==> src/rtl/intr_regs_pkg.sv <==
package intr_regs_pkg;
  parameter int NUM_SRC = 14;
  parameter int ADDR_W  = 8;
  parameter int DATA_W  = 32;

  localparam logic [ADDR_W-1:0] OFS_ENABLE  = ADDR_W'(8'h08);
  localparam logic [ADDR_W-1:0] OFS_DISABLE = ADDR_W'(8'h0C);
  localparam logic [ADDR_W-1:0] OFS_MASK    = ADDR_W'(8'h10);
  localparam logic [ADDR_W-1:0] OFS_STATUS  = ADDR_W'(8'h14);

  typedef enum logic [1:0] {
    RD_NONE = 2'd0,
    RD_MASK = 2'd1,
    RD_STAT = 2'd2
  } rdSel_e;

  typedef struct packed {
    logic [NUM_SRC-1:0] maskSet;
    logic [NUM_SRC-1:0] maskClr;
    logic [NUM_SRC-1:0] statClr;
    rdSel_e             rdSel;
  } strobes_t;
endpackage

==> src/rtl/intr_regs_ctrl.sv <==
module intr_regs_ctrl
  import intr_regs_pkg::*;
(
  input  logic               regWrEn,
  input  logic [ADDR_W-1:0]  regAddr,
  input  logic [NUM_SRC-1:0] regWrData,
  output strobes_t           strb
);
  logic hitEnable, hitDisable, hitStatus, hitMask;

  always_comb begin
    hitEnable  = (regAddr == OFS_ENABLE);
    hitDisable = (regAddr == OFS_DISABLE);
    hitStatus  = (regAddr == OFS_STATUS);
    hitMask    = (regAddr == OFS_MASK);

    strb.maskSet = (regWrEn && hitEnable)  ? regWrData : '0;
    strb.maskClr = (regWrEn && hitDisable) ? regWrData : '0;
    strb.statClr = (regWrEn && hitStatus)  ? regWrData : '0;

    if (hitMask)        strb.rdSel = RD_MASK;
    else if (hitStatus) strb.rdSel = RD_STAT;
    else                strb.rdSel = RD_NONE;
  end
endmodule

==> src/rtl/intr_regs_dp.sv <==
module intr_regs_dp
  import intr_regs_pkg::*;
(
  input  logic               clk,
  input  logic               rstN,
  input  strobes_t           strb,
  input  logic [NUM_SRC-1:0] eventIn,
  output logic [NUM_SRC-1:0] maskQ,
  output logic [NUM_SRC-1:0] statusQ,
  output logic               irqOut,
  output logic [DATA_W-1:0]  regRdData
);
  localparam int PAD_W = DATA_W - NUM_SRC;

  for (genvar i = 0; i < NUM_SRC; i++) begin : g_bit
    // mask bit: set and clear strobes come from different offsets
    always_ff @(posedge clk or negedge rstN) begin
      if (!rstN)                 maskQ[i] <= 1'b0;
      else if (strb.maskSet[i])  maskQ[i] <= 1'b1;
      else if (strb.maskClr[i])  maskQ[i] <= 1'b0;
    end
    // status bit: a new event beats a simultaneous clear
    always_ff @(posedge clk or negedge rstN) begin
      if (!rstN)                 statusQ[i] <= 1'b0;
      else if (eventIn[i])       statusQ[i] <= 1'b1;
      else if (strb.statClr[i])  statusQ[i] <= 1'b0;
    end
  end

  always_ff @(posedge clk or negedge rstN) begin
    if (!rstN) irqOut <= 1'b0;
    else       irqOut <= |(maskQ & statusQ);
  end

  always_comb begin
    unique case (strb.rdSel)
      RD_MASK: regRdData = {{PAD_W{1'b0}}, maskQ};
      RD_STAT: regRdData = {{PAD_W{1'b0}}, statusQ};
      default: regRdData = '0;
    endcase
  end
endmodule

==> src/rtl/intr_regs_top.sv <==
module intr_regs_top
  import intr_regs_pkg::*;
(
  input  logic               clk,
  input  logic               rstN,
  input  logic               regWrEn,
  input  logic [ADDR_W-1:0]  regAddr,
  input  logic [NUM_SRC-1:0] regWrData,
  output logic [DATA_W-1:0]  regRdData,
  input  logic [NUM_SRC-1:0] eventIn,
  output logic               irqOut
);
  strobes_t           strb;
  logic [NUM_SRC-1:0] maskQ;
  logic [NUM_SRC-1:0] statusQ;

  intr_regs_ctrl u_ctrl (
    .regWrEn   (regWrEn),
    .regAddr   (regAddr),
    .regWrData (regWrData),
    .strb      (strb)
  );

  intr_regs_dp u_dp (
    .clk       (clk),
    .rstN      (rstN),
    .strb      (strb),
    .eventIn   (eventIn),
    .maskQ     (maskQ),
    .statusQ   (statusQ),
    .irqOut    (irqOut),
    .regRdData (regRdData)
  );
endmodule

==> config.mk <==
export PLATFORM = sky130hd
export DESIGN_NAME = intr_regs_top
export DESIGN_NICKNAME = d
export VERILOG_FILES = /design/src/rtl/intr_regs_pkg.sv /design/src/rtl/intr_regs_ctrl.sv /design/src/rtl/intr_regs_dp.sv /design/src/rtl/intr_regs_top.sv
export SDC_FILE = /design/constraint.sdc
export NUM_CORES = 1
export LEC_CHECK = 0
export CELL_PAD_IN_SITES_DETAIL_PLACEMENT = 1
export CELL_PAD_IN_SITES_GLOBAL_PLACEMENT = 2
export CORE_ASPECT_RATIO = 0.75
export CORE_MARGIN = 2
export CORE_UTILIZATION = 25
export DETAILED_ROUTE_END_ITERATION = 10
export GPL_TIMING_DRIVEN = 0
export PLACE_DENSITY_LB_ADDON = 0.1
export SLEW_MARGIN = 0
export SYNTH_ARGS = -nofsm -noshare
export SYNTH_HDL_FRONTEND = slang
export SYNTH_SLANG_ARGS = --single-unit
==> constraint.sdc <==
create_clock -name clk -period 2.6 [get_ports clk]
set_clock_uncertainty 0.05 [all_clocks]
set_input_delay 0.65 -clock clk [delete_from_list [all_inputs] [get_ports clk]]
set_output_delay 0.65 -clock clk [all_outputs]
set_load 0.01 [all_outputs]
==> run metrics <==
run status=complete, but fails checks; violated checks=setup timing; share of cells above drive strength 1=0.3115; post-synthesis cell count=158; Die Width=98.14 µm; WS Path Type=input pin to output port; global routing usage on met3=0.03759; Synth Register Bits=29; Reg2Reg Launch Point=u_dp.maskQ[6]$_DFFE_PN0P_; clk slew on worst S/H paths=0.06 ns; initial antenna violation count=0; crit path buf inv count=5; crit path cell chain=buf_8 -> nor4_4 -> buf_4 -> and3b_1 -> buf_6 -> buf_8 -> a22o_1 -> buf_2; core area=6350 µm²; Hold Crit Class=input pin to async pin; 1st-iter DRT viols=78; CTS Buffer Depth=2; crit start category=input pin; final core occ=0.4134; Seq/Total Area, Yosys=0.4367; CTS Root Cell=clkbuf_8; Flop pwr share=0.471; relative slew slack=0.5359; GR met2 Demand/Resource=0.3219; fmax=383.2 MHz; clock network fraction of total power=0.357; Reg2Reg Setup Slack=1.23 ns; crit path capture type=output port; vias=1613; I/O pin count=72; ANT cells=0; Final Hold Viols=0; # rows=25; Antenna Nets Post-Route=0; crit-path max cell delay=0.27 ns; vias per std cell=4.730; critical path required time=1.90 ns; Total GRT Usage=0.1807; combinational power share=0.173; Inserted Clock Buffers=5; syn_area_per_cell=10.52 µm²; pin count of the biggest net entering global routing=30; PwrDens=381.4 nW/µm²; vias in the first global route=1759; initial core utilization=0.2617; Remaining DRCs=0; WP data arrival=1.91 ns; Worst Reg-to-Reg Cells=3; Slew Viols, Final=0; Yosys cell types=20; GPL Wtd Cong=0.7032; 1st-pass router iterations=4; worst vdd ir=142.6 µV; global-route met1 utilization=0.2263; min Tclk post-route=2.610 ns; first-pass GRT wire length=9.818 mm; Area after DPL=2357 µm²; cell mode on critical path=buf_8; crit-path max FO=5; RSZ-0062 raised after global routing=yes; area of the mapped netlist=1662 µm²; die footprint=7321 µm²; sinks on the clock net=29; max_cap viols=0; grt peak-use layer=met2; leakage=0.001273 µW; fin crit share=1.004; setup ws final=-0.009688 ns; slowest CP cell=nor4_4; H-tree Lvls=2; Synth-to-Final Area Change=57.98%; port bufs=53; Worst-Margin Slew=0.6962 ns; Finished Cell Area=2625 µm²; Psw=253.8 µW; FF-to-FF End=u_dp.irqOut$_DFF_PN0_; GRT overflow=0; Int Pwr=747.5 µW; Crit path max-delay family=buffers and inverters; Clock Latency Late Sink=0.28 ns; synthesis warning total=0; fin nets=298; Die H=74.61 µm; switching part of the total=0.2535; Final setup viols=1; Total Routed Length=6.152 mm; CTS tree=built; DP HPWL=3.933 mm; hold buffer count at cts=0; WL/cell=18.04 µm
==> power by group through the flow <==
stage / combinational, µW / clock [µW] / sequential (µW)
detailed placement: 151 / 0 / 479
global route: 187 / 390 / 472
CTS: 170 / 367 / 471
floorplan: 59.9 / 0 / 477
global placement: 149 / 0 / 479
finish: 173 / 357 / 471
==> worst max-delay path by stage <==
stage               start            end  slack (ns)  cells after the start
3_5_place_dp   regAddr[7]  regRdData[12]       -0.97                      7
4_1_cts        regAddr[0]  regRdData[11]       -0.06                      9
5_1_grt        regAddr[7]  regRdData[12]       -0.05                      8
2_1_floorplan  regAddr[7]  regRdData[10]        0.29                      5
3_3_place_gp   regAddr[7]  regRdData[12]       -0.96                      7
6_report       regAddr[7]  regRdData[12]       -0.01                      8
==> final cells by class <==
cell class / instances / area, µm²
fillers: 740 / 3725
multi-input cells: 104 / 757.0
flip-flops and latches: 29 / 725.7
repair buffers: 79 / 705.7
plain buffers: 26 / 202.7
well taps: 81 / 101.3
clock buffers: 8 / 80.08
inverters: 14 / 52.55
==> per-stage QoR <==
| stage | power, µW | setup TNS [ns] | hold WS, ns | worst slack, ns | cells |
|---|---|---|---|---|---|
| after detailed placement | 630.4 | -12.98 | 0.4469 | -0.9681 | 309 |
| after global routing | 1049 | -0.3410 | 0.3979 | -0.04823 | 341 |
| after floorplan | 536.4 | 0 | 0.3044 | 0.2854 | 175 |
| final | 1001 | -0.009688 | 0.3521 | -0.009688 | 341 |
| after global placement | 627.3 | -12.80 | 0.4405 | -0.9649 | 309 |
| after CTS | 1008 | -0.4431 | 0.4595 | -0.05734 | 346 |
==> sequential cells by signal, summed over array words and instances (netlist names) <==
name,cells
u_dp.irqOut,1
u_dp.statusQ,14
u_dp.maskQ,14
==> metal layers <==
metal / vias to the layer above / wire (µm)
met5: - / 0
met4: 0 / 95
met3: 11 / 261
met2: 56 / 2995
met1: 795 / 2799
li1: 751 / -
==> layout by cell type (no fill, tap or decap) <==
| master | n |
|---|---|
| clkdlybuf4s15_1 | 1 |
| and3b_1 | 1 |
| nand3_1 | 14 |
| buf_6 | 3 |
| buf_8 | 4 |
| buf_16 | 1 |
| buf_12 | 3 |
| a22o_1 | 15 |
| clkdlybuf4s50_1 | 30 |
| nor4_4 | 1 |
| nor4b_2 | 2 |
| buf_4 | 42 |
| clkbuf_1 | 6 |
| clkbuf_8 | 5 |
| a21o_1 | 14 |
| and3_4 | 1 |
| mux2i_1 | 14 |
| dfrtp_1 | 29 |
| and3_1 | 1 |
| nand4_1 | 15 |
| conb_1 | 18 |
| nor3b_4 | 1 |
| inv_1 | 14 |
| a221oi_1 | 1 |
| buf_2 | 18 |
| a22oi_1 | 5 |
| and2_0 | 1 |
==> what timing repair did <==
action,4_1_cts,5_1_grt
gates resized for setup,108,3
endpoints found under the setup margin,14,26
pin swaps,19,15
buffers inserted,29,2
cloned,3,0
==> synth_stat cells, drive strengths merged <==
master	count	area (µm²)
dfrtp	29	725.7
buf	25	190.2
a22o	15	131.4
nand4	15	93.84
a21o	14	105.1
inv	14	52.55
mux2i	14	140.1
nand3	14	70.07
a22oi	5	37.54
clkbuf	3	11.26
and3	2	12.51
nor4b	2	30.03
a221oi	1	8.760
and2	1	6.260
and3b	1	8.760
conb	1	3.750
nor3b	1	12.51
nor4	1	21.27
==> logic make-up after synthesis <==
kind of cell	Yosys count	synth area share
AO/OA/AOI/OAI	35	0.1702
buffers and inverters	42	0.1529
flip-flops	29	0.4367
multiplexers	14	0.08433
other	1	0.002257
AND/OR/NAND/NOR	37	0.1536
(Power assumes the default switching activity.)
